===== config.mk =====
export PLATFORM = sky130hd
export DESIGN_NAME = slu_regs
export DESIGN_NICKNAME = d
export VERILOG_FILES = /design/src/rtl/slu_pkg.sv /design/src/rtl/slu_decode.sv /design/src/rtl/slu_rx_side.sv /design/src/rtl/slu_tx_side.sv /design/src/rtl/slu_regs.sv
export SDC_FILE = /design/constraint.sdc
export NUM_CORES = 1
export LEC_CHECK = 0
export BUFFER_PORTS_ARGS = -buffer_cell sky130_fd_sc_hd__buf_2
export CORE_UTILIZATION = 43
export DETAILED_ROUTE_END_ITERATION = 7
export PLACE_DENSITY = 0.85
export SKIP_CTS_REPAIR_TIMING = 1
export SYNTH_ARGS = -nofsm -noshare
export SYNTH_HDL_FRONTEND = slang
export SYNTH_HIERARCHICAL = 1
export SYNTH_SLANG_ARGS = --single-unit

===== constraint.sdc =====
create_clock -name clk -period 4.3 [get_ports clk]
set_input_delay 0.645 -clock clk [delete_from_list [all_inputs] [get_ports clk]]
set_output_delay 0.645 -clock clk [all_outputs]
set_load 0.005 [all_outputs]

===== src/rtl/slu_pkg.sv =====
package slu_pkg;
    localparam int unsigned ADDR_W = 16;
    localparam int unsigned DATA_W = 16;
    localparam int unsigned CHAR_W = 8;
    localparam int unsigned BASE_W = 10;
    localparam int unsigned VEC_W  = 8;
    localparam int unsigned VSEL_W = VEC_W - 3;

    typedef enum logic [1:0] {
        REG_RSTAT = 2'd0,
        REG_RBUF  = 2'd1,
        REG_XSTAT = 2'd2,
        REG_XBUF  = 2'd3
    } reg_idx_t;

    typedef enum logic {
        RDR_IDLE,
        RDR_ARMED
    } rdr_state_t;

    typedef enum logic {
        TXB_EMPTY,
        TXB_FULL
    } txb_state_t;
endpackage


===== src/rtl/slu_decode.sv =====
module slu_decode
    import slu_pkg::*;
#(
    parameter int unsigned AW = ADDR_W,
    parameter int unsigned BW = BASE_W
) (
    input  logic [AW-1:0] addr,
    input  logic [BW-1:0] base,
    input  logic          rd,
    input  logic          wr,
    output logic          hit,
    output reg_idx_t      idx,
    output logic [3:0]    wr_sel,
    output logic          rbuf_rd
);
    localparam int unsigned TOP_W = AW - BW - 3;

    logic unused_addr0;
    assign unused_addr0 = addr[0];

    assign hit = (&addr[AW-1 -: TOP_W]) && (addr[BW+2:3] == base);
    assign idx = reg_idx_t'(addr[2:1]);

    for (genvar i = 0; i < 4; i++) begin : g_wsel
        assign wr_sel[i] = wr && hit && (addr[2:1] == 2'(i));
    end

    assign rbuf_rd = rd && hit && (idx == REG_RBUF);
endmodule


===== src/rtl/slu_rx_side.sv =====
module slu_rx_side
    import slu_pkg::*;
#(
    parameter int unsigned CW = CHAR_W
) (
    input  logic          clk,
    input  logic          rst_n,
    input  logic          bus_init,
    input  logic          pwr_ok,
    input  logic          csr_wr,
    input  logic          wr_ie,
    input  logic          wr_rdr,
    input  logic          rbuf_rd,
    input  logic          rx_valid,
    input  logic [CW-1:0] rx_char,
    input  logic          rx_start,
    input  logic          line_dcd,
    input  logic          line_cts,
    input  logic          line_dsr,
    output logic          done,
    output logic          ie,
    output logic          dset,
    output logic [CW-1:0] rbuf,
    output logic          reader_adv
);
    rdr_state_t state, state_nx;

    always_ff @(posedge clk or negedge rst_n) begin
        if (!rst_n) state <= RDR_IDLE;
        else        state <= state_nx;
    end

    always_comb begin
        state_nx = state;
        unique case (state)
            RDR_IDLE:  if (csr_wr && wr_rdr) state_nx = RDR_ARMED;
            RDR_ARMED: if (rx_start)         state_nx = RDR_IDLE;
        endcase
    end

    assign reader_adv = (state == RDR_ARMED);

    always_ff @(posedge clk or negedge rst_n) begin
        if (!rst_n) begin
            done <= 1'b0;
            ie   <= 1'b0;
            rbuf <= '0;
        end else begin
            if (!pwr_ok)       done <= 1'b0;
            else if (rx_valid) done <= 1'b1;
            else if (rbuf_rd)  done <= 1'b0;
            if (rx_valid) rbuf <= rx_char;
            if (bus_init)    ie <= 1'b0;
            else if (csr_wr) ie <= wr_ie;
        end
    end

    assign dset = (line_dcd | line_cts) & line_dsr;

    a_r2_read_clears: assert property (@(posedge clk) disable iff (!rst_n)
        (rbuf_rd && !rx_valid) |=> !done);
    a_r2_pok_clears: assert property (@(posedge clk) disable iff (!rst_n)
        !pwr_ok |=> !done);
    a_r5_start_drops: assert property (@(posedge clk) disable iff (!rst_n)
        (reader_adv && rx_start) |=> !reader_adv);
    a_r3_init_clears: assert property (@(posedge clk) disable iff (!rst_n)
        bus_init |=> !ie);
endmodule


===== src/rtl/slu_tx_side.sv =====
module slu_tx_side
    import slu_pkg::*;
#(
    parameter int unsigned CW = CHAR_W
) (
    input  logic          clk,
    input  logic          rst_n,
    input  logic          bus_init,
    input  logic          csr_wr,
    input  logic          buf_wr,
    input  logic          wr_ie,
    input  logic          wr_brk,
    input  logic [CW-1:0] wr_char,
    input  logic          tx_accept,
    output logic          ready,
    output logic          ie,
    output logic          brk,
    output logic [CW-1:0] tx_char,
    output logic          tx_valid
);
    txb_state_t state, state_nx;

    always_ff @(posedge clk or negedge rst_n) begin
        if (!rst_n) state <= TXB_EMPTY;
        else        state <= state_nx;
    end

    always_comb begin
        state_nx = state;
        unique case (state)
            TXB_EMPTY: if (buf_wr)    state_nx = TXB_FULL;
            TXB_FULL:  if (tx_accept) state_nx = TXB_EMPTY;
        endcase
    end

    assign ready    = (state == TXB_EMPTY);
    assign tx_valid = (state == TXB_FULL);

    always_ff @(posedge clk or negedge rst_n) begin
        if (!rst_n) begin
            tx_char <= '0;
            ie      <= 1'b0;
            brk     <= 1'b0;
        end else begin
            if (buf_wr && state == TXB_EMPTY) tx_char <= wr_char;
            if (bus_init) begin
                ie  <= 1'b0;
                brk <= 1'b0;
            end else if (csr_wr) begin
                ie  <= wr_ie;
                brk <= wr_brk;
            end
        end
    end

    a_r7_hold_stable: assert property (@(posedge clk) disable iff (!rst_n)
        (tx_valid && !tx_accept) |=> ($stable(tx_char) && tx_valid));
    a_r6_accept_frees: assert property (@(posedge clk) disable iff (!rst_n)
        (tx_valid && tx_accept) |=> ready);
    a_r9_init_break: assert property (@(posedge clk) disable iff (!rst_n)
        bus_init |=> !brk);
endmodule


===== src/rtl/slu_regs.sv =====
module slu_regs
    import slu_pkg::*;
(
    input  logic               clk,
    input  logic               rst_n,
    input  logic               bus_init,
    input  logic               pwr_ok,
    input  logic [ADDR_W-1:0]  bus_addr,
    input  logic               bus_rd,
    input  logic               bus_wr,
    input  logic [DATA_W-1:0]  bus_wdata,
    output logic [DATA_W-1:0]  bus_rdata,
    input  logic [BASE_W-1:0]  cfg_base,
    input  logic [VSEL_W-1:0]  cfg_vec,
    input  logic               line_dcd,
    input  logic               line_cts,
    input  logic               line_dsr,
    input  logic               rx_valid,
    input  logic [CHAR_W-1:0]  rx_char,
    input  logic               rx_start,
    output logic [CHAR_W-1:0]  tx_char,
    output logic               tx_valid,
    input  logic               tx_accept,
    output logic               reader_adv,
    output logic               break_out,
    output logic               rx_irq,
    output logic               tx_irq,
    output logic               irq_req,
    output logic [VEC_W-1:0]   irq_vector
);
    logic       hit, rbuf_rd;
    reg_idx_t   idx;
    logic [3:0] wr_sel;
    logic       rx_done, rx_ie, rx_dset, tx_ready, tx_ie, tx_brk;
    logic [CHAR_W-1:0] rbuf;
    logic [DATA_W-1:0] rd_word;

    logic [DATA_W-CHAR_W+4:0] unused_wdata;
    assign unused_wdata = {bus_wdata[DATA_W-1:CHAR_W], bus_wdata[5:1]};

    slu_decode #(.AW(ADDR_W), .BW(BASE_W)) u_dec (
        .addr(bus_addr), .base(cfg_base), .rd(bus_rd), .wr(bus_wr),
        .hit(hit), .idx(idx), .wr_sel(wr_sel), .rbuf_rd(rbuf_rd)
    );

    slu_rx_side #(.CW(CHAR_W)) u_rx (
        .clk(clk), .rst_n(rst_n), .bus_init(bus_init), .pwr_ok(pwr_ok),
        .csr_wr(wr_sel[REG_RSTAT]), .wr_ie(bus_wdata[6]), .wr_rdr(bus_wdata[0]),
        .rbuf_rd(rbuf_rd), .rx_valid(rx_valid), .rx_char(rx_char),
        .rx_start(rx_start), .line_dcd(line_dcd), .line_cts(line_cts),
        .line_dsr(line_dsr), .done(rx_done), .ie(rx_ie), .dset(rx_dset),
        .rbuf(rbuf), .reader_adv(reader_adv)
    );

    slu_tx_side #(.CW(CHAR_W)) u_tx (
        .clk(clk), .rst_n(rst_n), .bus_init(bus_init),
        .csr_wr(wr_sel[REG_XSTAT]), .buf_wr(wr_sel[REG_XBUF]),
        .wr_ie(bus_wdata[6]), .wr_brk(bus_wdata[0]),
        .wr_char(bus_wdata[CHAR_W-1:0]), .tx_accept(tx_accept),
        .ready(tx_ready), .ie(tx_ie), .brk(tx_brk),
        .tx_char(tx_char), .tx_valid(tx_valid)
    );

    always_comb begin
        rd_word = '0;
        unique case (idx)
            REG_RSTAT: begin
                rd_word[DATA_W-1] = rx_dset;
                rd_word[7]        = rx_done;
                rd_word[6]        = rx_ie;
            end
            REG_RBUF:  rd_word[CHAR_W-1:0] = rbuf;
            REG_XSTAT: begin
                rd_word[7] = tx_ready;
                rd_word[6] = tx_ie;
                rd_word[0] = tx_brk;
            end
            REG_XBUF:  rd_word = '0;
        endcase
    end

    assign bus_rdata  = (bus_rd && hit) ? rd_word : '0;
    assign break_out  = tx_brk;
    assign rx_irq     = rx_done & rx_ie;
    assign tx_irq     = tx_ready & tx_ie;
    assign irq_req    = rx_irq | tx_irq;
    assign irq_vector = {cfg_vec, ~rx_irq, 2'b00};

    a_r10_rx_priority: assert property (@(posedge clk) disable iff (!rst_n)
        (rx_irq && tx_irq) |-> (irq_vector[2] == 1'b0));
    a_r3_init_drops_rx: assert property (@(posedge clk) disable iff (!rst_n)
        bus_init |=> !rx_irq);
    a_r8_init_drops_tx: assert property (@(posedge clk) disable iff (!rst_n)
        bus_init |=> !tx_irq);
endmodule


== Word level (Yosys, flattened, before mapping) ==
Cells that the tools add are included.
Storage, ports and cells
  logic and storage cells: 54
  bits in registers: 22
  output and inout bits: 38
  input port bits: 67
Cells by class
  bitwise gates (word level): 8
  reduce and logical (&&, ||, !) cells: 13
  equal/unequal tests: 5
  mux-type cells: 20
Operators by type and width (number)
  $mux 16: 1
  $mux 1: 14
  $eq 10x10->1: 1
  $logic_and 1x1->1: 9
  $pmux 2 s4: 1
  $pmux 1 s2: 3
  $mux 5: 1
  $eq 2x2->1 const B: 2
  $reduce_bool 2->1: 2
  $and 1x1->1: 3
  $ne 3x1->1 const B: 1
  $not 1->1: 3
  $reduce_and 3->1: 1
  $eq 2x1->1 const B: 1
  $logic_not 2->1: 1
  $or 1x1->1: 2

== Longest topological paths before layout ==
Gate-level depths: netlist of the first run.
  depth in word-level cells: 7
  depth in mapped cells: 7
  gate-level depth less buffers: 5

== By module ==
Netlist of the first run, hierarchy kept.
By module, submodules not included
  slu_rx_side: instances 1, sequential area each 275.3 µm², area an instance 455.4 µm², cells each 27
  slu_tx_side: instances 1, sequential area each 275.3 µm², area an instance 451.7 µm², cells each 27
  slu_regs: instances 1, sequential area each 0.0 µm², area an instance 289.0 µm², cells each 40
  slu_decode: instances 1, sequential area each 0.0 µm², area an instance 201.4 µm², cells each 30

== Worst setup path before layout of the first run ==
Ideal clock, no wire load.
  kind: input-to-output
  start point: in cfg_base[7]
  end point: out bus_rdata[1]
  buffers on the path: 1
  data arrival time: 1.994 ns
  required time: 3.655 ns
  path slack: 1.661 ns
  stages on the path: 6
  cell sequence: xor2_1 > or4_1 > buf_2 > nor3_1 > and2_1 > and3_2
Between the ends
  word-level cells in the longest chain between the ends: 4
RTL lines
  from (decl): RTL line slu_regs.sv:13  | input logic [BASE_W-1:0] cfg_base,
  $eq 10x10->1: RTL line slu_decode.sv:21  | assign hit = (&addr[AW-1 -: TOP_W]) && (addr[BW+2:3] == base);
  $logic_and 1x1->1: RTL line slu_decode.sv:21
  net hit: RTL line slu_regs.sv:31  | logic hit, rbuf_rd;
  $logic_and 1x1->1: RTL line slu_regs.sv:82  | assign bus_rdata = (bus_rd && hit) ? rd_word : '0;
  $mux 16: RTL line slu_regs.sv:82
  to (decl): RTL line slu_regs.sv:12  | output logic [DATA_W-1:0] bus_rdata,
The timed path passes the listed nets, and every way through them passes these cells.

== Worst setup path in the final report of the first run ==
Same ends and word-level chain as after synthesis.

==> qor.yml, run 1 <==
outcome:
  status: "finished, final reports clean"
clock_tree:
  clock-root-buffer: "clkbuf_4"
  clock-sinks: 22
  cts_tree: "done"
  cts_buffer_depth: 2
  clk_latency_ps: 290
  clk_pin_slew_ps: 110
  cts_buffers: 3
  cts.htree.levels: 1
pwr:
  p_int_mw: 0.2870
  switching_power_mw: 0.09056
  clkPwrFrac: 0.235
  comb_power_share: 0.183
  cellLeakagePower_nw: 0.9650
  power.share.switching: 0.2399
  power_frac_seq: 0.582
  ir_drop_uv: 189.8
  power_density_nw_per_um2: 217.6
sta:
  whs_ps: 287.2
  setup_violations: 0
  rsz0062_at_grt: "no"
  period_minus_slack_ps: 2991
  tightestPinTransition_ps: 558.4
  totalNegativeSetupSlack_ps: 0
  fin_skew_ps: 4.463
  fmax_ghz: 0.3344
  slew_viol_final: 0
  maxSlewHeadroom: 0.6243
  fin_crit_sh: 0.6955
  hold_viol: 0
grt:
  grt_pass1_vias: 1083
  antenna_found_initial: 0
  grt_usage: 0.1816
  grt_overflow: 0
  grt_first_pass_wirelength_um: 4733
  grt_max_degree: 23
logic_synthesis:
  yosysWarningCount: 6
  synthCells: 122
  syn-cell-area_um2: 1388
  postSynthAreaPerCell_um2: 11.37
cells_and_area:
  fin_cells: 235
  drive_gt1_frac: 0.5340
  final_common_cell: "buf_2"
  nets: 263
  area_delta_synth_final_pct: 25.07
  diodes: 0
  mostFrequentLayoutCells: "buf_2 (76), dfrtp_1 (22), mux2_4 (16)"
placement:
  dp_hpwl_um: 2302
  gp_congestion: 0.7742
  dp_cells: 232
  port-buffer-count: 76
worst_setup_path:
  endpoint: "bus_rdata[1]"
  r2r_start: "u_tx/tx_valid$_DFF_PN0_"
  regToRegSetupSlack_ps: 3130
  critical_path_class: "input port to primary output"
  rr_endpoint: "u_tx/tx_char[1]$_DFFE_PN0P_"
  cp-start-kind: "input port"
  crit_start: "cfg_base[7]"
  rr_worst_depth: 3
  critPathArrivalTime_ps: 2350
  end_kind: "primary output"
  cp_max_fo: 7
  cp_data_required_time_ps: 3650
die:
  boundaryPins: 105
  die_h_um: 58.81
  start_util: 0.4545
  row_count: 20
  die_w_um: 58.81
  core_area_um2: 3053
  die_area_um2: 3458
drt:
  num_vias: 1095
  dr.pass1.iters: 4
  routed_wl_um: 2853
  drc: 0
  wl_per_cell_um: 12.14
  drt-initial-drc-count: 21
  ant_nets: 0
  viasPerCell: 4.660
run:
  drv.max_cap_violation_count: 0
hold_path:
  hp-class: "input port to asynchronous set/reset pin"
## area by class of cell
| cell class | count | area [um2] |
|---|---|---|
| clock buffers | 3 | 22.52 |
| fillers | 298 | 1318 |
| inverters | 4 | 15.01 |
| multi-input cells | 85 | 704.4 |
| flip-flops and latches | 22 | 550.5 |
| well taps | 44 | 55.05 |
| repair buffers | 77 | 387.9 |
## worst min path at each step
stage / from / to / slack (ps) / cells past startpoint
finish: rst_n / u_rx/rbuf[5]$_DFFE_PN0P_ / 290 / 1
global route: rst_n / u_rx/rbuf[0]$_DFFE_PN0P_ / 300 / 1
CTS: rst_n / u_rx/rbuf[5]$_DFFE_PN0P_ / 290 / 1
detailed placement: u_rx/reader_adv$_DFF_PN0_ / u_rx/reader_adv$_DFF_PN0_ / 470 / 1
global placement: u_rx/reader_adv$_DFF_PN0_ / u_rx/reader_adv$_DFF_PN0_ / 460 / 1
floorplan: rst_n / u_rx/done$_DFFE_PN0P_ / 350 / 0
## flip-flops by register name (all words and copies together) (netlist names)
register,cells
u_rx/rbuf,8
u_tx/tx_char,8
u_rx/done,1
u_rx/ie,1
u_rx/reader_adv,1
u_tx/brk,1
u_tx/ie,1
u_tx/tx_valid,1
## through the flow
| stage | total power [mW] | worst slack, ps | area (um2) | util |
|---|---|---|---|---|
| global route | 0.4003 | 1142 | 1735 | 0.5684 |
| floorplan | 0.2685 | 1668 | 1418 | - |
| CTS | 0.3832 | 1304 | 1735 | 0.5684 |
| detailed placement | 0.2934 | 1311 | 1713 | 0.5611 |
| global placement | 0.2905 | 1331 | 1713 | 0.5611 |
| finish | 0.3776 | 1309 | 1735 | 0.5684 |
## worst max-delay path: stages
cell    delay [ps]
buf_2          100
xor2_1         150
or4_1          610
nor3_1         240
and2_1         280
and3_2         210
buf_2          100
## power groups by stage
stage                     registers [mW]  clock network (mW)  logic, mW
after floorplan                    0.222                   0     0.0463
after global placement             0.223                   0     0.0672
after detailed placement           0.224                   0     0.0693
after CTS                          0.220              0.0935     0.0698
after global routing               0.221               0.102     0.0772
final                              0.220              0.0886     0.0691
## per-layer routing
| metal | vias up | routed length [um] | global-route usage |
|---|---|---|---|
| met5 | - | 0 | 0 |
| met4 | 0 | 12 | 0.006803 |
| met3 | 4 | 181 | 0.05275 |
| met2 | 49 | 1397 | 0.3182 |
| met1 | 510 | 1262 | 0.2345 |
| li1 | 532 | - | - |
Note: power is estimated with default switching activity, not from simulation.
==> run 2: changes to the inputs <==
--- a/config.mk
+++ b/config.mk
@@ -6,9 +6,9 @@
 export NUM_CORES = 1
 export LEC_CHECK = 0
 export BUFFER_PORTS_ARGS = -buffer_cell sky130_fd_sc_hd__buf_2
-export CORE_UTILIZATION = 43
+export CORE_UTILIZATION = 40
 export DETAILED_ROUTE_END_ITERATION = 7
-export PLACE_DENSITY = 0.85
+export PLACE_DENSITY = 0.8
 export SKIP_CTS_REPAIR_TIMING = 1
 export SYNTH_ARGS = -nofsm -noshare
 export SYNTH_HDL_FRONTEND = slang
==> constraint.sdc (replaced) <==
create_clock -name clk -period 3.1 [get_ports clk]
set_input_delay 0.465 -clock clk [delete_from_list [all_inputs] [get_ports clk]]
set_output_delay 0.465 -clock clk [all_outputs]
set_load 0.005 [all_outputs]
==> run 2 against run 1 <==
Net effect: sequential power is 39% higher; power is 48% higher; clock-buffer cell count is 1 higher; highest routed layer unchanged.
==> qor.yml, run 2 (synthesis results as in run 1) <==
outcome:
  status: "finished, final reports clean"
sta:
  fin_skew_ps: 12.09  # +7.622 ps
  slew_viol_final: 0  # unchanged
  whs_ps: 85.57  # -201.6 ps
  totalNegativeSetupSlack_ps: 0  # unchanged
  tightestPinTransition_ps: 556.5  # -1.946 ps
  rsz0062_at_grt: "no"
  fin_crit_sh: 0.8578
  setup_violations: 0  # unchanged
  hold_viol: 0  # unchanged
  fmax_ghz: 0.3760
  maxSlewHeadroom: 0.6256  # +0.001309
  period_minus_slack_ps: 2659
worst_setup_path:
  end_kind: "primary output"
  regToRegSetupSlack_ps: 1850  # -1280 ps
  rr_endpoint: "u_tx/tx_char[4]$_DFFE_PN0P_"
  critPathArrivalTime_ps: 2190  # -160 ps
  slowest_delay_ps: 610  # about the same
  crit_top_cell: "buf_2"
  r2r_start: "u_tx/tx_valid$_DFF_PN0_"
  cp-start-kind: "input port"
  crit_slowest_cell: "or4_1"
  cp_data_required_time_ps: 2630  # -1020 ps
  endpoint: "bus_rdata[4]"
  cp_max_fo: 7  # unchanged
  crit_start: "cfg_base[7]"
  rr_worst_depth: 3  # unchanged
  critical_path_class: "input port to primary output"
  crit_path_cell_trace: "buf_2, xor2_1, or4_1, nor3_1, and2_1, and3_2, buf_2"
run:
  drv.max_cap_violation_count: 0  # unchanged
clock_tree:
  cts_tree: "done"
  cts_buffer_depth: 2  # unchanged
  cts.htree.levels: 1  # unchanged
  cts_buffers: 3  # unchanged
  clk_latency_ps: 320  # +30 ps
  clock-root-buffer: "clkbuf_4"
  clock-sinks: 22  # unchanged
  clk_pin_slew_ps: 130  # +20 ps
cells_and_area:
  area_delta_synth_final_pct: 26.24
  final_common_cell: "buf_2"
  diodes: 0  # unchanged
  nets: 263  # unchanged
  mostFrequentLayoutCells: "buf_2 (76), dfrtp_1 (22), mux2_4 (16)"
  top_regs: "u_rx/rbuf: 8 flops, u_tx/tx_char: 8 flops"
  drive_gt1_frac: 0.5365  # +0.002427
die:
  die_area_um2: 3708  # +7.2%
  core_area_um2: 3337  # +9.3%
  row_count: 21  # +5.0%
  die_w_um: 60.90  # +3.6%
  start_util: 0.4158  # -0.03869
  die_h_um: 60.90  # +3.6%
  boundaryPins: 105  # unchanged
pwr:
  power_frac_seq: 0.545  # -0.037
  ir_drop_uv: 300.6  # +58%
  p_int_mw: 0.4247  # +48%
  clkPwrFrac: 0.286  # +0.051
  switching_power_mw: 0.1347  # +49%
  power_density_nw_per_um2: 319.4  # +47%
  cellLeakagePower_nw: 0.9722  # +0.74%
  comb_power_share: 0.168  # -0.015
  p_total_mw: 0.5594  # +48%
  power.share.switching: 0.2408  # +0.0009188
grt:
  grt_usage: 0.1553  # -0.02636
  grt_pass1_vias: 983  # -9.2%
  grt_overflow: 0  # unchanged
  grt_max_degree: 23  # unchanged
  grt_first_pass_wirelength_um: 4195  # -11%
  antenna_found_initial: 0  # unchanged
placement:
  gp_congestion: 0.6851  # -12%
  dp_hpwl_um: 2330  # +1.2%
  port-buffer-count: 76  # unchanged
drt:
  dr.pass1.iters: 4  # unchanged
  ant_nets: 0  # unchanged
  wl_per_cell_um: 12.00  # -1.2%
  num_vias: 1083  # -1.1%
  drt-initial-drc-count: 19  # -9.5%
  routed_wl_um: 2856  # +0.11%
  viasPerCell: 4.550  # -2.3%
  drc: 0  # unchanged
hold_path:
  hp-class: "input port to asynchronous set/reset pin"
[run 2: routing by layer]
metal	wire length (um)	up-vias	global-route usage
met5	0	-	0
met4	34	0	0.03571
met3	140	6	0.04904
met2	1436	37	0.2637
met1	1245	505	0.1929
li1	-	535	-
[run 2: worst min-delay path by stage]
stage | to | from | depth (start not counted) | slack (ps)
global placement | u_rx/rbuf[1]$_DFFE_PN0P_ | rst_n | 1 | 450
CTS | u_rx/rbuf[1]$_DFFE_PN0P_ | rst_n | 1 | 100
detailed placement | u_rx/rbuf[1]$_DFFE_PN0P_ | rst_n | 1 | 450
finish | u_rx/rbuf[7]$_DFFE_PN0P_ | rst_n | 1 | 90
global route | u_rx/rbuf[1]$_DFFE_PN0P_ | rst_n | 1 | 100
floorplan | u_rx/done$_DFFE_PN0P_ | rst_n | 0 | 170
[run 2: critical path, delay by kind of cell]
family,cells,cell delay (ps)
AND/OR/NAND/NOR,4,1370
buffers and inverters,2,210
XOR/XNOR,1,140
[run 2: cell type report]
cell class | count | area, um2
Clock buffer | 4 | 36.28
Fill cell | 329 | 1585
Inverter | 4 | 15.01
Multi-Input combinational cell | 85 | 704.4
Sequential cell | 22 | 550.5
Tap cell | 46 | 57.56
Timing Repair Buffer | 77 | 387.9
[run 2: power groups by stage]
stage | logic [mW] | registers [mW] | clock network [mW]
final | 0.0942 | 0.305 | 0.160
after global placement | 0.0925 | 0.310 | 0
after global routing | 0.106 | 0.306 | 0.176
after floorplan | 0.0642 | 0.308 | 0
after CTS | 0.0950 | 0.305 | 0.162
after detailed placement | 0.0949 | 0.311 | 0
[run 2: per-stage QoR]
stage	std cells	util	cell area, um2	worst slack, ps
after CTS	238	0.5249	1752	461.2
after global placement	234	0.5141	1715	500.2
after global routing	238	0.5249	1752	336.2
after detailed placement	234	0.5141	1715	465.7
final	238	0.5249	1752	440.7
after floorplan	130	-	1418	828.0
